### config.mk
export PLATFORM = sky130hd
export DESIGN_NAME = brk_watch
export DESIGN_NICKNAME = d
export VERILOG_FILES = /design/src/rtl/brk_pkg.sv /design/src/rtl/brk_match.sv /design/src/rtl/brk_regs.sv /design/src/rtl/brk_irq_ctl.sv /design/src/rtl/brk_watch.sv
export SDC_FILE = /design/constraint.sdc
export NUM_CORES = 1
export LEC_CHECK = 0
export CORE_ASPECT_RATIO = 1.75
export CORE_MARGIN = 4
export CORE_UTILIZATION = 65
export CTS_BUF_LIST = sky130_fd_sc_hd__clkbuf_8
export DETAILED_ROUTE_END_ITERATION = 8
export DONT_BUFFER_PORTS = 1
export GPL_TIMING_DRIVEN = 1
export HOLD_SLACK_MARGIN = 0.08
export PLACE_DENSITY = 0.92
export SLEW_MARGIN = 25
export SYNTH_ARGS = -nofsm -noshare
export SYNTH_HDL_FRONTEND = slang
export SYNTH_SLANG_ARGS = --single-unit
### constraint.sdc
create_clock -name clk -period 3.1 [get_ports clk]
set_clock_uncertainty 0.1 [all_clocks]
set_input_delay 0.775 -clock clk [delete_from_list [all_inputs] [get_ports clk]]
set_output_delay 0.775 -clock clk [all_outputs]
set_load 0.005 [all_outputs]
### src/rtl/brk_pkg.sv
package brk_pkg;

    localparam int unsigned NIB_W = 4;

    typedef enum logic [1:0] {
        CYC_FETCH = 2'b00,
        CYC_RD    = 2'b01,
        CYC_WR    = 2'b10,
        CYC_RW    = 2'b11
    } cyc_sel_e;

    typedef enum logic [1:0] {
        DC_OFF = 2'b00,
        DC_LO  = 2'b01,
        DC_HI  = 2'b10,
        DC_ALL = 2'b11
    } dcmp_e;

    typedef enum logic [1:0] {
        RS_CTRL = 2'd0,
        RS_ADDR = 2'd1,
        RS_DATA = 2'd2,
        RS_STAT = 2'd3
    } reg_sel_e;

    // control byte: [7] holdback disable, [6:5] cycle type, [4:2] address mask, [1:0] data lanes
    typedef struct packed {
        logic     rte_irq_en;
        cyc_sel_e cyc;
        logic [2:0] amask;
        dcmp_e    dcmp;
    } brk_ctrl_t;

    localparam brk_ctrl_t CTRL_RST = '{
        rte_irq_en: 1'b1,
        cyc:        CYC_FETCH,
        amask:      3'b000,
        dcmp:       DC_OFF
    };

    function automatic logic amask_reserved(input logic [2:0] am);
        return am[2];
    endfunction

endpackage

### src/rtl/brk_match.sv
module brk_match
    import brk_pkg::*;
#(
    parameter int unsigned ADDR_W = 16,
    parameter int unsigned DATA_W = 16,
    parameter int unsigned LANE_W = 8
) (
    input  brk_ctrl_t          ctrl,
    input  logic [ADDR_W-1:0]  bar,
    input  logic [DATA_W-1:0]  bdr,
    input  logic               bus_valid,
    input  logic               bus_fetch,
    input  logic               bus_read,
    input  logic               bus_write,
    input  logic [ADDR_W-1:0]  bus_addr,
    input  logic [DATA_W-1:0]  bus_data,
    output logic               hit
);

    localparam int unsigned NIBS  = ADDR_W / NIB_W;
    localparam int unsigned LANES = DATA_W / LANE_W;

    logic [NIBS-1:0]  nib_eq;
    logic [NIBS-1:0]  nib_skip;
    logic [LANES-1:0] lane_eq;
    logic             cyc_ok;
    logic             addr_ok;
    logic             data_ok;
    logic             data_cyc;

    // per-nibble equality; low nibbles are skipped according to the mask level
    for (genvar g = 0; g < NIBS; g++) begin : g_nib
        assign nib_eq[g]   = (bus_addr[g*NIB_W +: NIB_W] == bar[g*NIB_W +: NIB_W]);
        assign nib_skip[g] = (int'(ctrl.amask[1:0]) > g);
    end

    // per-lane data equality
    for (genvar l = 0; l < LANES; l++) begin : g_lane
        assign lane_eq[l] = (bus_data[l*LANE_W +: LANE_W] == bdr[l*LANE_W +: LANE_W]);
    end

    always_comb begin
        case (ctrl.cyc)
            CYC_FETCH: cyc_ok = bus_fetch;
            CYC_RD:    cyc_ok = bus_read;
            CYC_WR:    cyc_ok = bus_write;
            default:   cyc_ok = bus_read | bus_write;
        endcase
    end

    assign addr_ok  = !amask_reserved(ctrl.amask) && (&(nib_eq | nib_skip));
    assign data_cyc = bus_read | bus_write;

    always_comb begin
        if (!data_cyc) begin
            data_ok = 1'b1;
        end else begin
            case (ctrl.dcmp)
                DC_OFF:  data_ok = 1'b1;
                DC_LO:   data_ok = lane_eq[0];
                DC_HI:   data_ok = lane_eq[LANES-1];
                default: data_ok = &lane_eq;
            endcase
        end
    end

    assign hit = bus_valid & cyc_ok & addr_ok & data_ok;

endmodule

### src/rtl/brk_regs.sv
module brk_regs
    import brk_pkg::*;
#(
    parameter int unsigned ADDR_W = 16,
    parameter int unsigned DATA_W = 16,
    parameter int unsigned PORT_W = 16
) (
    input  logic               clk,
    input  logic               rst,
    input  logic               wr,
    input  logic [1:0]         sel,
    input  logic [PORT_W-1:0]  wdata,
    input  logic               flag,
    output logic [PORT_W-1:0]  rdata,
    output brk_ctrl_t          ctrl_q,
    output logic [ADDR_W-1:0]  bar_q,
    output logic [DATA_W-1:0]  bdr_q,
    output logic               stat_clr
);

    localparam int unsigned CTRL_W = $bits(brk_ctrl_t);

    reg_sel_e sel_e;
    assign sel_e = reg_sel_e'(sel);

    always_ff @(posedge clk) begin
        if (rst) begin
            ctrl_q <= CTRL_RST;
            bar_q  <= '0;
            bdr_q  <= '0;
        end else if (wr) begin
            case (sel_e)
                RS_CTRL: ctrl_q <= brk_ctrl_t'(wdata[CTRL_W-1:0]);
                RS_ADDR: bar_q  <= wdata[ADDR_W-1:0];
                RS_DATA: bdr_q  <= wdata[DATA_W-1:0];
                default: ;
            endcase
        end
    end

    // only a zero written to status bit 0 clears the flag
    assign stat_clr = wr && (sel_e == RS_STAT) && !wdata[0];

    always_comb begin
        rdata = '0;
        case (sel_e)
            RS_CTRL: rdata[CTRL_W-1:0] = ctrl_q;
            RS_ADDR: rdata[ADDR_W-1:0] = bar_q;
            RS_DATA: rdata[DATA_W-1:0] = bdr_q;
            default: rdata[0]          = flag;
        endcase
    end

endmodule

### src/rtl/brk_irq_ctl.sv
module brk_irq_ctl (
    input  logic clk,
    input  logic rst,
    input  logic hit,
    input  logic stat_clr,
    input  logic rte_done,
    input  logic insn_done,
    input  logic rte_en,
    output logic flag_q,
    output logic irq
);

    logic hold_q;

    always_ff @(posedge clk) begin
        if (rst) begin
            flag_q <= 1'b0;
            hold_q <= 1'b0;
        end else begin
            // a new match outranks a clear in the same cycle
            if (hit) begin
                flag_q <= 1'b1;
            end else if (stat_clr) begin
                flag_q <= 1'b0;
            end
            if (rte_done) begin
                hold_q <= !rte_en;
            end else if (insn_done) begin
                hold_q <= 1'b0;
            end
        end
    end

    assign irq = flag_q & ~(hold_q & ~rte_en);

endmodule

### src/rtl/brk_watch.sv
module brk_watch
    import brk_pkg::*;
#(
    parameter int unsigned ADDR_W = 16,
    parameter int unsigned DATA_W = 16,
    parameter int unsigned LANE_W = 8,
    parameter int unsigned PORT_W = (ADDR_W > DATA_W) ? ADDR_W : DATA_W
) (
    input  logic               clk,
    input  logic               rst,
    input  logic               reg_wr,
    input  logic [1:0]         reg_sel,
    input  logic [PORT_W-1:0]  reg_wdata,
    output logic [PORT_W-1:0]  reg_rdata,
    input  logic               bus_valid,
    input  logic               bus_fetch,
    input  logic               bus_read,
    input  logic               bus_write,
    input  logic [ADDR_W-1:0]  bus_addr,
    input  logic [DATA_W-1:0]  bus_data,
    input  logic               rte_done,
    input  logic               insn_done,
    output logic               brk_irq
);

    brk_ctrl_t         ctrl_q;
    logic [ADDR_W-1:0] bar_q;
    logic [DATA_W-1:0] bdr_q;
    logic              stat_clr;
    logic              hit;
    logic              flag_q;

    brk_regs #(
        .ADDR_W (ADDR_W),
        .DATA_W (DATA_W),
        .PORT_W (PORT_W)
    ) regs_i (
        .clk      (clk),
        .rst      (rst),
        .wr       (reg_wr),
        .sel      (reg_sel),
        .wdata    (reg_wdata),
        .flag     (flag_q),
        .rdata    (reg_rdata),
        .ctrl_q   (ctrl_q),
        .bar_q    (bar_q),
        .bdr_q    (bdr_q),
        .stat_clr (stat_clr)
    );

    brk_match #(
        .ADDR_W (ADDR_W),
        .DATA_W (DATA_W),
        .LANE_W (LANE_W)
    ) match_i (
        .ctrl      (ctrl_q),
        .bar       (bar_q),
        .bdr       (bdr_q),
        .bus_valid (bus_valid),
        .bus_fetch (bus_fetch),
        .bus_read  (bus_read),
        .bus_write (bus_write),
        .bus_addr  (bus_addr),
        .bus_data  (bus_data),
        .hit       (hit)
    );

    brk_irq_ctl irq_i (
        .clk       (clk),
        .rst       (rst),
        .hit       (hit),
        .stat_clr  (stat_clr),
        .rte_done  (rte_done),
        .insn_done (insn_done),
        .rte_en    (ctrl_q.rte_irq_en),
        .flag_q    (flag_q),
        .irq       (brk_irq)
    );

endmodule

Yosys cells after proc, flatten, opt, wreduce, memory -nomap -nowiden. Cells that the tools add are included.

Bits in registers: 42. Input bits: 59. Output and inout bits: 17. Word-level logic and storage cells: 59.

$lt $le $gt $ge: 3. Equal/unequal tests: 13. Muxes and demuxes: 10. Bitwise operators: 9. Reductions and logical operators: 16.

Operators with widths (number): $pmux 7 s3 (1); $eq 4x4->1 (4); $eq 8x8->1 (2); $pmux 8 s2 (1); $pmux 1 s3 (3); $eq 2x2->1 const B (4); $reduce_and 2->1 (4); $eq 2x1->1 const B (3); $logic_not 2->1 (3); $and 1x1->1 (5); $mux 1 (5); $gt 2x1->1 const B (2); $or 4x3->4 (1); $reduce_and 4->1 (1); $reduce_bool 2->1 (2); $logic_and 1x1->1 (3); $logic_not 1->1 (3); $gt 2x2->1 const B (1); $not 1->1 (2); $or 1x1->1 (1).

Logic depth before layout (Yosys ltp).
Depth in word-level cells: 7. Depth in mapped cells: 8. Mapped depth without buffers: 5.

Cells and area by module. Synthesis repeated with hierarchy kept, for this count alone.

Cells, all modules: 287. Area total of the unflattened synthesis: 2571.2 µm².

Modules (own cells, without submodules): brk_regs (instances 1, cells an instance 226, area each 2063.2 µm², seq. area each 800.8 µm²); brk_match (instances 1, cells an instance 51, area each 420.4 µm², seq. area each 0.0 µm²); brk_irq_ctl (instances 1, cells an instance 10, area each 87.6 µm², seq. area each 40.0 µm²).

Worst setup path after synthesis. Ideal clock, no wire load.

Path type: in2out. Start: in reg_sel[0]. End: out reg_rdata[4]. Arrival time: 1.756 ns. Data required time: 2.225 ns. Path slack: 0.469 ns. Cell stages on the path: 6. Path buffers: 2. Cells stage by stage: inv_1 ha_1 clkbuf_1 clkbuf_1 a222oi_1 nor2_1.

Cells in the longest elaborated chain, start to end: 2. Elaborated cells between the ends (all ways): 4. Those cells by class: 2 x eq/ne; 1 x mux; 1 x reduce/logical.

Ends and longest elaborated chain: start: declaration (RTL line brk_watch.sv:12) `input logic [1:0] reg_sel,`; $eq 2x2->1, or another cell as far along (RTL line brk_regs.sv:46) `case (sel_e)`; $pmux 7 s3 * (RTL line brk_regs.sv:46); end: declaration (RTL line brk_watch.sv:14) `output logic [PORT_W-1:0] reg_rdata,`.

Mark *: on every way between the ends. The rest lies on a longest branch, timed or not.

Final worst setup path.
Start: in reg_sel[1]. End: out reg_rdata[0].

Cells in the longest elaborated chain, start to end: 2. Elaborated cells between the ends (all ways): 4. Those cells by class: 2 x eq/ne; 1 x mux; 1 x reduce/logical.

Ends and longest elaborated chain (RTL line): $eq 2x2->1, or another cell as far along (brk_regs.sv:46); $pmux 1 s3 * (brk_regs.sv:46).

Marked as above.

==> impl_metrics.env <==
export IMPL_synth_edff_count=0
export IMPL_fmax_ghz=0.363
export IMPL_arrival_ns=1.88
export IMPL_row_count=27
export IMPL_hold_path_class="reg -> reg"
export IMPL_grt_setup_unrepaired="false"
export IMPL_worstSkewPairLatency_ns=0.30
export IMPL_fp_dieH_um=84.8
export IMPL_hold_end="regs_i.ctrl_q[2]$_SDFFE_PP0P_"
export IMPL_cts_buffer_depth=2
export IMPL_worst_r2r_endpoint="irq_i.flag_q$_SDFFE_PP0P_"
export IMPL_drt_iter0_drc=125
export IMPL_drcViolationCount=0
export IMPL_pin_count=76
export IMPL_crit_fanout=17
export IMPL_start_util=0.683
export IMPL_first_pass_iters=5
export IMPL_clk_pin_slew_ns=0.09
export IMPL_ys_seq_area_frac=0.384
export IMPL_end_kind="primary output"
export IMPL_synth_seq_cells=42
export IMPL_synth_cells=283
export IMPL_antenna_cells=0
export IMPL_synthTopCellsByArea="dfxtp_1, nand2_1, a21oi_1"
export IMPL_powerDensity_nw_per_um2=523
export IMPL_hold_viol_final=0
export IMPL_syn2layout_area_growth_pct=7.65
export IMPL_outcome="completed"
export IMPL_grt_overflow_total=0
export IMPL_muxShareOfSynthArea=0.00457
export IMPL_setup_violations_final=0
export IMPL_clockRootBuffer="clkbuf_8"
export IMPL_cap_violations=0
export IMPL_netlist_cell_type_count=27
export IMPL_io_buffers=0
export IMPL_slew_headroom=0.552
export IMPL_placed_cells=313
export IMPL_avgSynthCellArea_sq_um=7.74
export IMPL_synth_fp_nets=346
export IMPL_cts_max_level=2
export IMPL_synthArstFlopShare=0
export IMPL_ant_nets=0
export IMPL_hold_path_cell_count=2
export IMPL_dominantRegCellSynth="dfxtp_1"
export IMPL_via_count=2038
export IMPL_hpwl_um=4460
export IMPL_synth_adder_area_share=0.0228
export IMPL_setup_tns_ns=0
export IMPL_synth_top_family_by_area="simple AND/OR/NAND/NOR gates"
export IMPL_wl_per_cell_um=19.3
export IMPL_final_core_util=0.735
export IMPL_drv_slew=0
export IMPL_totalWireLength_um=6200
export IMPL_min_period_over_period=0.888
export IMPL_reg2reg_slack_ns=1.19
export IMPL_layout_drive_gt1_share=0.0540
export IMPL_synth_top_area_cell="dfxtp_1"
export IMPL_r2r_cells=5
export IMPL_cts_buffers_inserted=5
export IMPL_synthesis_area_sq_um=2190
export IMPL_worst_pin_slew_ns=0.673
export IMPL_coreArea_sq_um=3210
export IMPL_period_minus_slack_ns=2.75
export IMPL_grt_max_degree=44
export IMPL_cts_num_sinks=42
export IMPL_die_x_um=51.9
export IMPL_post_drt_via_cell_ratio=6.35
export IMPL_antenna_found_initial=0
export IMPL_crit_type="in -> out"
export IMPL_grt_pass1_vias=2113
export IMPL_critPathLaunchType="input pin"
export IMPL_gp_congestion=0.822
export IMPL_cts_setup_buffers=0
export IMPL_yosysWarnings=0
export IMPL_cts_tree="built"
export IMPL_grt_total_usage=0.297
export IMPL_synthXorXnorAreaFrac=0.128
export IMPL_cts_resized=0
export IMPL_nets=340
export IMPL_timing_rr_start="regs_i.bar_q[7]$_SDFFE_PP0P_"
export IMPL_synth_simple_area_share=0.234
export IMPL_die_area_sq_um=4400
export IMPL_cts_hold_buf=0
export IMPL_peakVddDrop_mv=0.384
export IMPL_stdcell_count=321
export IMPL_min_from="regs_i.ctrl_q[2]$_SDFFE_PP0P_"
export IMPL_grt_pass1_wl_um=9910
export IMPL_synth_top_area_share=0.384
export IMPL_synth_compound_area_frac=0.186
export IMPL_p_leak_uw=0.000797
export IMPL_critPathRequiredTime_ns=2.22
## worst max path at each step
| stage | startpoint | endpoint | slack [ns] | cells past startpoint |
|---|---|---|---|---|
| 2_1_floorplan | reg_sel[0] | reg_rdata[4] | 0.47 | 6 |
| 3_3_place_gp | reg_sel[0] | reg_rdata[0] | 0.44 | 4 |
| 3_5_place_dp | reg_sel[1] | reg_rdata[0] | 0.40 | 4 |
| 4_1_cts | reg_sel[1] | reg_rdata[0] | 0.36 | 4 |
| 5_1_grt | reg_sel[1] | reg_rdata[0] | 0.30 | 4 |
| 6_report | reg_sel[1] | reg_rdata[0] | 0.35 | 4 |
## flip-flops by register name, summed over array words and instances, names as in the netlist
signal	count
regs_i.bar_q	16
irq_i.flag_q	1
regs_i.bdr_q	16
irq_i.hold_q	1
regs_i.ctrl_q	8
## placed cells by master, fill, tap and decap left out
cell type,Yosys,final
a21oi_1,44,44
a41o_1,1,1
mux2i_1,1,1
nor3b_1,2,2
xnor2_1,24,24
nand3_1,8,8
nor4_1,1,1
inv_1,4,4
nand2_1,75,75
o32ai_1,1,1
dfxtp_1,42,42
xor2_1,8,8
nor4_4,1,1
clkbuf_8,0,6
or4_1,1,1
and3_1,1,1
and2_1,2,2
nand4_1,5,5
bufinv_16,0,2
o21ai_0,2,2
a22oi_1,8,8
a211o_1,1,1
buf_4,0,6
a222oi_1,8,8
nor2b_1,8,8
a221o_1,1,1
ha_1,4,4
nor2_1,11,11
## per-stage QoR
stage,instance area [sq um],hold WS [ns],total power [uW],worst slack [ns]
floorplan,2190,0.345,681,0.469
global placement,2220,0.353,696,0.442
detailed placement,2220,0.355,701,0.402
CTS,2360,0.366,1230,0.364
global route,2360,0.404,1270,0.305
finish,2360,0.365,1230,0.348
## synthesized netlist by cell type (2+ instances only)
cell type,count
nor2b_1,8
clkbuf_1,17
xor2_1,8
nor3b_1,2
o21ai_0,2
dfxtp_1,42
nand2_1,75
nand3_1,8
ha_1,4
nor2_1,11
a21oi_1,44
a22oi_1,8
a222oi_1,8
inv_1,4
xnor2_1,24
and2_1,2
buf_2,2
nand4_1,5
## where the power goes
group	switching, uW	internal (uW)
Clock	198	344
Combinational	63.4	53.2
Sequential	17.3	557
## critical path: stages
cell	delay (ns)
inv_1	0.07
ha_1	0.59
a222oi_1	0.23
mux2i_1	0.20
## cell families (layout without fill, tap and decap cells)
kind of cell,Yosys count,after routing
AO/OA/AOI/OAI,66,66
XOR/XNOR,32,32
adder cells (fa/ha/maj),4,4
buffers and inverters,23,18
flip-flops,42,42
multiplexers,1,1
AND/OR/NAND/NOR,115,115
## routing by layer
layer / track usage / part of all wire / routed length, um
met4: 0.165 / 0.034 / 212
met5: 0 / 0 / 0
met1: 0.313 / 0.33 / 2070
met2: 0.515 / 0.54 / 3320
met3: 0.0746 / 0.096 / 593
## final cells by class
class / count / area (sq um)
clock buffers: 6 / 82.6
clock inverters: 2 / 60.1
fillers: 254 / 851
inverters: 4 / 15.0
multi-input cells: 218 / 1260
flip-flops and latches: 42 / 841
well taps: 43 / 53.8
repair buffers: 6 / 45.0
(Power assumes the default switching activity.)
